--- src/rtl/serial_audio_rx.sv ---
`timescale 1ns/1ps
module serial_audio_rx #(
  parameter int WIDTH = 24,
  parameter int SYNC  = 2
) (
  input  logic             clk,
  input  logic             rst_n,
  input  logic [1:0]       mode,
  input  logic             sck,
  input  logic             ws,
  input  logic             sd,
  output logic [WIDTH-1:0] left_out,
  output logic [WIDTH-1:0] right_out,
  output logic             pair_valid
);
  localparam int CW = $clog2(WIDTH + 1);
  localparam logic [1:0] M_I2S = 2'b01;
  localparam logic [1:0] M_RJ  = 2'b10;

  logic [SYNC:0]    sck_sy;
  logic [SYNC-1:0]  ws_sy, sd_sy;
  logic             ws_d1, ws_d2;
  logic [1:0]       primed;
  logic             armed, left_ok;
  logic [CW-1:0]    cnt;
  logic [WIDTH-1:0] acc, sr, left_hold;

  wire rise   = sck_sy[SYNC-1] & ~sck_sy[SYNC];
  wire ws_s   = ws_sy[SYNC-1];
  wire sd_s   = sd_sy[SYNC-1];
  wire is_rj  = (mode == M_RJ);
  wire is_i2s = (mode == M_I2S);
  wire cur    = is_i2s ? ws_d1 : ws_s;
  wire last   = is_i2s ? ws_d2 : ws_d1;
  wire flip   = rise & primed[1] & (cur != last);
  wire [WIDTH-1:0] word = is_rj ? sr : acc;
  wire [CW-1:0] pos = CW'(WIDTH - 1) - cnt;

  always_ff @(posedge clk) begin
    sck_sy <= {sck_sy[SYNC-1:0], sck};
    ws_sy  <= {ws_sy[SYNC-2:0], ws};
    sd_sy  <= {sd_sy[SYNC-2:0], sd};
  end

  always_ff @(posedge clk) begin
    if (!rst_n) begin
      ws_d1      <= 1'b0;
      ws_d2      <= 1'b0;
      primed     <= '0;
      armed      <= 1'b0;
      left_ok    <= 1'b0;
      cnt        <= CW'(WIDTH);
      acc        <= '0;
      sr         <= '0;
      left_hold  <= '0;
      left_out   <= '0;
      right_out  <= '0;
      pair_valid <= 1'b0;
    end else begin
      pair_valid <= 1'b0;
      if (rise) begin
        ws_d1  <= ws_s;
        ws_d2  <= ws_d1;
        primed <= {primed[0], 1'b1};
        sr     <= {sr[WIDTH-2:0], sd_s};
        if (flip) begin
          acc             <= '0;
          acc[WIDTH-1]    <= sd_s;
          cnt             <= CW'(1);
        end else if (cnt < CW'(WIDTH)) begin
          acc[pos] <= sd_s;
          cnt      <= cnt + CW'(1);
        end
      end
      if (flip) begin
        if (!armed) begin
          armed <= 1'b1;
        end else if (!last) begin
          left_hold <= word;
          left_ok   <= 1'b1;
        end else if (left_ok) begin
          left_out   <= left_hold;
          right_out  <= word;
          pair_valid <= 1'b1;
          left_ok    <= 1'b0;
        end
      end
    end
  end
endmodule

--- config.mk ---
export PLATFORM = sky130hd
export DESIGN_NAME = serial_audio_rx
export DESIGN_NICKNAME = d
export VERILOG_FILES = /design/src/rtl/serial_audio_rx.sv
export SDC_FILE = /design/constraint.sdc
export NUM_CORES = 1
export LEC_CHECK = 0
export BUFFER_PORTS_ARGS = -buffer_cell sky130_fd_sc_hd__buf_2
export CAP_MARGIN = 20
export CELL_PAD_IN_SITES_DETAIL_PLACEMENT = 1
export CELL_PAD_IN_SITES_GLOBAL_PLACEMENT = 2
export CORE_MARGIN = 4
export CORE_UTILIZATION = 40
export DETAILED_ROUTE_END_ITERATION = 10
export PLACE_DENSITY = 0.81
export SLEW_MARGIN = 20
export SYNTH_ARGS = -nofsm -noshare
export SYNTH_HDL_FRONTEND = slang
export SYNTH_SLANG_ARGS = --single-unit
--- constraint.sdc ---
create_clock -name clk -period 3.1 [get_ports clk]
set_input_delay 0.62 -clock clk [delete_from_list [all_inputs] [get_ports clk]]
set_output_delay 0.62 -clock clk [all_outputs]
set_load 0.02 [all_outputs]
; Yosys cells after proc, flatten, opt, wreduce, memory -nomap -nowiden
; Index checks and enable logic that the tools add are counted.
; Widths: inputs -> output; s select.
[totals]
word_cells = 47
memories = 0
latchBits = 0
regBits = 139
ramBits = 0
output_inout_bits = 49
mem_bits_ro = 0
input_bits = 7
[classes]
div_mod_pow = 0
n_eq_ne = 3
n_reduce_logical = 7
n_addsub = 2
n_mux = 12
n_bitwise = 5
mul = 0
n_shift = 0
order_cmp = 3
[ops]
columns = operator, count
row1 = $mux 24, 3
row2 = $bwmux 24, 1
row3 = $mux 5, 2
row4 = $reduce_and 4->1, 2
row5 = $lt 5x6->1 const B, 1
row6 = $add 5x1->5 const B, 1
row7 = $demux 1 s5, 1
row8 = $ge 5x1->1 const B, 1
row9 = $lt 5x5->1 const B, 1
row10 = $mux 1, 5
row11 = $sub 5x5->5 const A, 1
row12 = $reduce_and 2->1, 2
row13 = $and 1x1->1, 3
row14 = $reduce_and 3->1, 1
row15 = $eq 2x1->1 const B, 1
row16 = $eq 2x2->1 const B, 1
row17 = $not 1->1, 2
row18 = $reduce_bool 2->1, 1
row19 = $logic_and 1x1->1, 1
row20 = $ne 1x1->1, 1

; Depth between registers and ports, before layout
; Gate-level depths: netlist of run 1.
[logic_depth]
word_depth = 8
mapped_depth = 8
ltp_nobuf = 6

; Worst setup path after synthesis of run 1
; Ideal clock, no wire load.
[synth_timing]
path_type = input to register
start = in mode[1]
end = reg left_out[14]
arrival_ns = 1.751
setup_slack_ns = 1.233
n_path_buf = 2
required_time_ns = 2.984
setup_time_ns = 0.116
path_stages = 7
path_cell_list = and4bb_1 > o21ba_2 > nor3b_2 > buf_6 > buf_12 > mux2i_1 > nor2b_1
[synth_via]
elab_chain_cells = 5
word_cells_on_any_way = 6
cone_classes = 2 x eq/ne / 2 x mux / 1 x bitwise / 1 x reduce/logical
[synth_lines]
columns = item, line
row1 = "start, declared", 8  ; input logic [1:0] mode,
row2 = $eq 2x1->1 *, 32  ; wire is_i2s = (mode == M_I2S);
row3 = "$mux 1, on equally long branches", "33, 34"
row4 = $ne 1x1->1, 35  ; wire flip = rise & primed[1] & (cur != last);
row5 = $and 1x1->1, 35
row6 = $reduce_and 4->1 (no source line) *, n/a
row7 = "end signal, assigned", 82  ; left_out <= left_hold;
row8 = "end, declared", 12  ; output logic [WIDTH-1:0] left_out,
; Mark *: on every way between the ends. The rest lies on a longest branch, timed or not.
; A chain may end at the register's enable or synchronous reset.

; Worst setup path after layout of run 1
[layout_timing]
start = reg ws_d1
end = reg left_out[1]
[layout_via]
elab_chain_cells = 4
word_cells_on_any_way = 5
cone_classes = 1 x eq/ne / 2 x mux / 1 x bitwise / 1 x reduce/logical
[layout_lines]
columns = item, line
row1 = "start, declared", 22  ; logic ws_d1, ws_d2;
row2 = "start signal, assigned", 62  ; ws_d1 <= ws_s;
row3 = "$mux 1, on equally long branches", "33, 34"
row4 = $ne 1x1->1, 35
row5 = $and 1x1->1, 35
row6 = $reduce_and 4->1 (no source line) *, n/a
; Marked as above.

==> flow_summary.json, run 1 <==
{
  "ir_worst_vdd_uv": 374,
  "dp_cells": 793,
  "port-buffer-count": 55,
  "fin_crit_ns": 2.08,
  "grt_usage": 0.178,
  "crit_type": "register to register",
  "diodes": 0,
  "cts-buffers-inserted": 17,
  "clockBufferDepth": 2,
  "grt_pass1_vias": 4446,
  "hp-start": "sd",
  "drt-met1-wl_um": 6640,
  "initial_utilization": 0.406,
  "final_nets": 643,
  "place_ws_ns": 0.578,
  "wl_um": 13600,
  "grt_first_pass_wirelength_um": 22900,
  "synth_edf_count": 0,
  "cts_tree": "yes",
  "syn_area_per_cell_um2": 9.62,
  "core_um2": 13800,
  "end_kind": "register",
  "insertion_delay_ns": 0.42,
  "postLayoutCellArea_um2": 6620,
  "die_h_um": 127,
  "outcome": "finished, final reports clean",
  "met2_wirelength_um": 6290,
  "fp.dieW_um": 127,
  "route.met3.wl_um": 471,
  "min_path_type": "input pin to register",
  "relSlewSlack": 0.413,
  "postRouteAntennaNets": 0,
  "power.density_nw_per_um2": 584,
  "ys_seq_area_frac": 0.495,
  "die-area_um2": 16000,
  "wl_per_cell_um": 16.4,
  "critPathLaunchType": "register",
  "cts_setup_buffers": 0,
  "post-dp-hpwl_um": 9290,
  "ys_ff_latch": 139,
  "vias": 4236,
  "async_flop_share": 0,
  "synth_cell_type_count": 39,
  "hold-worst-slack_ns": 0.299,
  "h-tree-depth": 4,
  "arrival_ns": 2.38,
  "grt_max_degree": 54,
  "layoutNonFillerInstCount": 825,
  "dpl-instance-area_um2": 6040,
  "yosys_warnings": 0,
  "io_pins": 56,
  "synth_top_area_frac": 0.495,
  "crit_required_ns": 3.41,
  "path_clk_slew_ns": 0.06,
  "drtIter0Drc": 225,
  "layout_setup_ws_ns": 1.02,
  "viasPerCell": 5.13,
  "syn-num-nets": 595,
  "overflow": 0,
  "postSynthCellCount": 584,
  "leakage_nw": 3.12,
  "gp_congestion": 0.778,
  "crit_path_max_fanout": 21,
  "cts_root_buf": "clkbuf_16",
  "yosys-top-cells-area": "dfxtp_1 50%, mux2i_1 9.3%, nand2_1 8.8%, o211a_1 8.6%, a21boi_0 3.7%",
  "final_core_util": 0.478,
  "cts.hold.buffers_added": 0,
  "finClkSkew_ns": 0.00964,
  "yosysMostFrequentCell": "dfxtp_1",
  "worst_pin_slew_ns": 0.880,
  "yosys-top-cells-count": "139 x dfxtp_1, 131 x nand2_1, 52 x mux2i_1",
  "drc": 0,
  "min_period_over_period": 0.670,
  "dr.pass1.iters": 4,
  "areaGrowthSynthToFinish_pct": 17.7,
  "rsz0062_at_grt": "no",
  "ctsResizeCount": 0,
  "synthFlopType": "dfxtp_1",
  "numClockSinks": 139,
  "final-hold-violation-count": 0,
  "fin_tns_setup_ns": 0,
  "dr.max_layer_used": "met4",
  "antenna_found_initial": 0,
  "setup_viol": 0,
  "yosysTopAreaCell": "dfxtp_1",
  "layout-drive-gt1-share": 0.169,
  "design_power_total_mw": 3.86,
  "drv_cap": 0,
  "synthesis.area_um2": 5620,
  "critPathLaunch": "ws_d1",
  "fmax_mhz": 482,
  "core.rowCount": 43,
  "r2r_start": "ws_d1",
  "slew_violations": 0
}
where the power goes:
group          leakage [nW]  internal (mW)  switching, mW
Sequential             1.12           1.79        0.00658
Clock                 0.277           1.19          0.773
Combinational          1.72         0.0355         0.0657
final cells by class:
| type | instances | area, µm² |
|---|---|---|
| clock buffer | 19 | 433 |
| clock inverter | 13 | 146 |
| fill | 1564 | 7210 |
| inverter | 11 | 41.3 |
| multi-input combinational | 391 | 2570 |
| sequential | 139 | 2780 |
| tap | 180 | 225 |
| timing repair buffer | 72 | 418 |
placed cells by master, fill, tap and decap left out, types with 4 or more instances in the layout:
| master | synthesis | layout |
|---|---|---|
| a21boi_0 | 28 | 28 |
| a21oi_1 | 13 | 13 |
| a31oi_1 | 9 | 9 |
| a32o_1 | 4 | 4 |
| and2_1 | 6 | 6 |
| buf_2 | 6 | 54 |
| buf_4 | 3 | 17 |
| clkbuf_16 | 0 | 17 |
| clkinv_4 | 0 | 6 |
| dfxtp_1 | 139 | 139 |
| ha_1 | 4 | 4 |
| inv_1 | 11 | 11 |
| mux2i_1 | 52 | 52 |
| nand2_1 | 131 | 131 |
| nand2b_1 | 10 | 10 |
| nand3_1 | 10 | 10 |
| nor2_1 | 8 | 8 |
| nor2b_1 | 33 | 31 |
| o211a_1 | 48 | 48 |
| o21ai_0 | 7 | 7 |
| o22ai_1 | 9 | 9 |
layer usage:
| layer | vias to the layer above | GRT usage |
|---|---|---|
| met5 | - | 0 |
| met4 | 0 | 0.0568 |
| met3 | 13 | 0.0455 |
| met2 | 56 | 0.287 |
| met1 | 2064 | 0.236 |
| li1 | 2103 | - |
sequential cells by signal (all words and copies together) (netlist names), 3 cells and up:
register   cells
acc           24
cnt            5
left_hold     24
left_out      24
right_out     24
sck_sy         3
sr            24
final timing paths:
kind,slack [ns],endpoint,depth (start not counted)
worst max-delay path,1.02,left_out[1],6
worst min-delay path,0.30,sd_sy[0],1
worst max register to register,1.02,left_out[1],6
worst min register to register,0.32,ws_sy[1],0
cell families (layout without fill, tap and decap cells):
group / after synthesis / in the layout / synth area share
xor gates and xnor gates: 2 / 2 / 0.00312
DFF: 139 / 139 / 0.495
AOI/OAI and AO/OA: 124 / 124 / 0.178
and+or+nand+nor: 209 / 209 / 0.172
adders and majority gates: 4 / 4 / 0.00891
buffers and inverters: 54 / 115 / 0.0505
muxes: 52 / 52 / 0.0926
worst max-delay path, stage by stage, from the launching register on:
cell	delay, ns
dfxtp_1	0.35
and4bb_1	0.27
o21ba_2	0.18
nor3b_4	0.61
buf_12	0.26
mux2i_1	0.22
nor2b_1	0.07
Note: power is estimated with default switching activity, not from simulation.
==> run 2: changes to the inputs <==
ABC_AREA = 1   (was not set)
CORE_UTILIZATION = 34   (was 40)
PLACE_DENSITY = 0.76   (was 0.81)
clock period = 2.16 ns   (was 3.1 ns; I/O delays follow)
==> run 2 against run 1 <==
Against the previous run:
- via count up 28%
- die area up 22%
- utilization down 6.3 points
- register-to-register slack worse by 0.71 ns
- worst setup slack worse by 0.71 ns
- fmax up 13%
- sequential power up 46%
- combinational power rose to 2.8 times the previous value
- final cell count up 29%
- cell area up 5.6%
- largest power group unchanged
- highest routed layer unchanged
==> flow_summary.json, run 2 <==
{
  "outcome": "finished, final reports clean",
  "ctsResizeCount": 0,
  "mostFrequentLayoutCells": "169 x nand2_1, 139 x dfxtp_1, 106 x a21oi_1, 75 x nor2_1, 65 x o21ai_0",
  "crit_type": "register to register",
  "async_flop_share": 0,
  "synth_top_area_frac": 0.472,
  "path_clk_slew_ns": 0.06,
  "ff2ff_path_depth": 8,
  "cts_tree": "yes",
  "slew_violations": 0,
  "layout_setup_ws_ns": 0.316,
  "r2r-end": "left_hold[14]",
  "cts.hold.buffers_added": 0,
  "synth_cell_type_count": 28,
  "cts-buffers-inserted": 17,
  "seqCellArea_um2": 2780,
  "end_kind": "register",
  "gp_congestion": 0.788,
  "fin_tns_setup_ns": 0,
  "r2r_slack_ns": 0.32,
  "vias": 5402,
  "final-hold-violation-count": 0,
  "io_pins": 56,
  "wl_per_cell_um": 16.4,
  "core.rowCount": 47,
  "cp_cell_sequence": "inv_1 > or2_1 > nor2_2 > nand2_2 > nor2_8 > buf_4 > nand4_1 > a21oi_1",
  "yosys-top-cells-count": "169 x nand2_1, 139 x dfxtp_1, 106 x a21oi_1",
  "power.density_nw_per_um2": 838,
  "setup_viol": 0,
  "min_path_type": "input pin to register",
  "syn_area_per_cell_um2": 7.38,
  "cp-endpoint": "left_hold[14]",
  "worst_pin_slew_ns": 0.571,
  "grt_max_degree": 51,
  "yosysMostFrequentCell": "nand2_1",
  "initial_utilization": 0.351,
  "dr.pass1.iters": 4,
  "h-tree-depth": 4,
  "overflow": 0,
  "ir_worst_vdd_uv": 554,
  "critPathLaunch": "sck_sy[1]",
  "grt_pass1_vias": 5581,
  "critPathLaunchType": "register",
  "synth_edf_count": 0,
  "diodes": 0,
  "finClkSkew_ns": 0.0214,
  "rsz0062_at_grt": "no",
  "crit_required_ns": 2.52,
  "drtIter0Drc": 232,
  "syn-num-nets": 810,
  "viasPerCell": 5.07,
  "min_period_over_period": 0.854,
  "postSynthCellCount": 799,
  "numClockSinks": 139,
  "synthesis.area_um2": 5900,
  "nFillCells": 2125,
  "r2r_start": "sck_sy[1]",
  "antenna_found_initial": 0,
  "grt_first_pass_wirelength_um": 29200,
  "drc": 0,
  "die_h_um": 140,
  "die-area_um2": 19500,
  "max_stage_delay_ns": 0.32,
  "cts_root_buf": "clkbuf_16",
  "multi_input_area_um2": 2580,
  "fmax_mhz": 542,
  "synthFlopType": "dfxtp_1",
  "place_ws_ns": 0.212,
  "insertion_delay_ns": 0.44,
  "fin_crit_ns": 1.84,
  "ys_ff_latch": 139,
  "port-buffer-count": 55,
  "final_nets": 844,
  "yosysTopAreaCell": "dfxtp_1",
  "clockBufferDepth": 2,
  "fp.dieW_um": 140,
  "yosys_warnings": 0,
  "drv_cap": 0,
  "relSlewSlack": 0.618,
  "wl_um": 17400,
  "core_um2": 16800,
  "areaGrowthSynthToFinish_pct": 18.4,
  "postRouteAntennaNets": 0,
  "yosys-top-cells-area": "dfxtp_1 47%, nand2_1 11%, a21oi_1 9.0%, o21ai_0 5.5%, nor2_1 4.8%",
  "slowest_stage": "dfxtp_1",
  "post-dp-hpwl_um": 12000,
  "ys_seq_area_frac": 0.472,
  "arrival_ns": 2.20,
  "hold-worst-slack_ns": 0.0953,
  "cts_setup_buffers": 0,
  "crit_path_max_fanout": 24,
  "layout-drive-gt1-share": 0.169,
  "grt_usage": 0.184,
  "leakage_nw": 3.09,
  "design_power_total_mw": 5.85,
  "layout_commonest_cell": "nand2_1"
}
==> run 2: cell types whose count changed in the layout (fill, tap and decap cells not counted), sizes merged, moves of 26 or more <==
cell,before,now
inv,12,74
nand4,2,45
o211a,48,0
o21ai,8,65
nor2b,33,0
mux2i,52,0
nand2,131,185
nand3,10,36
nor2,8,78
a21boi,28,0
a21oi,13,116
==> run 2: how the worst min path moves through the flow <==
stage                          from  slack [ns]   endpoint  cells past startpoint
final                            ws         0.1   ws_sy[0]                      1
after global placement     sd_sy[0]        0.31   sd_sy[1]                      0
after floorplan           sck_sy[0]        0.31  sck_sy[1]                      0
after detailed placement   sd_sy[0]        0.31   sd_sy[1]                      0
after CTS                       sck        0.08  sck_sy[0]                      1
after global routing            sck        0.08  sck_sy[0]                      1
==> run 2: layout make-up <==
| class | count | share of cell area |
|---|---|---|
| tap | 220 | 0.0394 |
| timing repair buffer | 74 | 0.0724 |
| clock buffer | 18 | 0.0614 |
| multi-input combinational | 534 | 0.370 |
| inverter | 67 | 0.0360 |
| sequential | 139 | 0.398 |
| clock inverter | 14 | 0.0228 |
==> run 2: worst max-delay path, delay by kind of cell, from the launching register on <==
family	cells	cell delay, ns
simple gates	5	0.95
compound gates	1	0.18
buf+inv	2	0.31
flops	1	0.32
==> run 2: power breakdown <==
| group | internal, mW | switching, mW | total, mW |
|---|---|---|---|
| clock | 1.73 | 1.21 | 2.94 |
| sequential | 2.60 | 0.0198 | 2.62 |
| combinational | 0.0741 | 0.210 | 0.285 |
| total | 4.40 | 1.44 | 5.85 |
==> run 2: cell families (layout without fill, tap and decap cells) <==
family | after synthesis | in the layout | synth area share
adders and majority gates | 4 | 4 | 0.00848
and+or+nand+nor | 348 | 348 | 0.268
DFF | 139 | 139 | 0.472
buffers and inverters | 126 | 173 | 0.0908
AOI/OAI and AO/OA | 181 | 181 | 0.160
xor gates and xnor gates | 1 | 1 | 0.00148
==> run 2: metal layers <==
metal  up-vias  GRT usage  share of wire
li1       2682          -              -
met1      2616      0.245           0.48
met2        91      0.297           0.47
met3        13     0.0395          0.036
met4         0     0.0592          0.011
met5         -          0              0
==> run 2: metrics by stage <==
stage / cell area, µm² / util / cells
final: 6980 / 0.415 / 1066
after global placement: 6400 / 0.380 / 1034
after detailed placement: 6400 / 0.380 / 1034
after floorplan: 5900 / - / 799
after CTS: 6980 / 0.415 / 1066
after global routing: 6980 / 0.415 / 1066
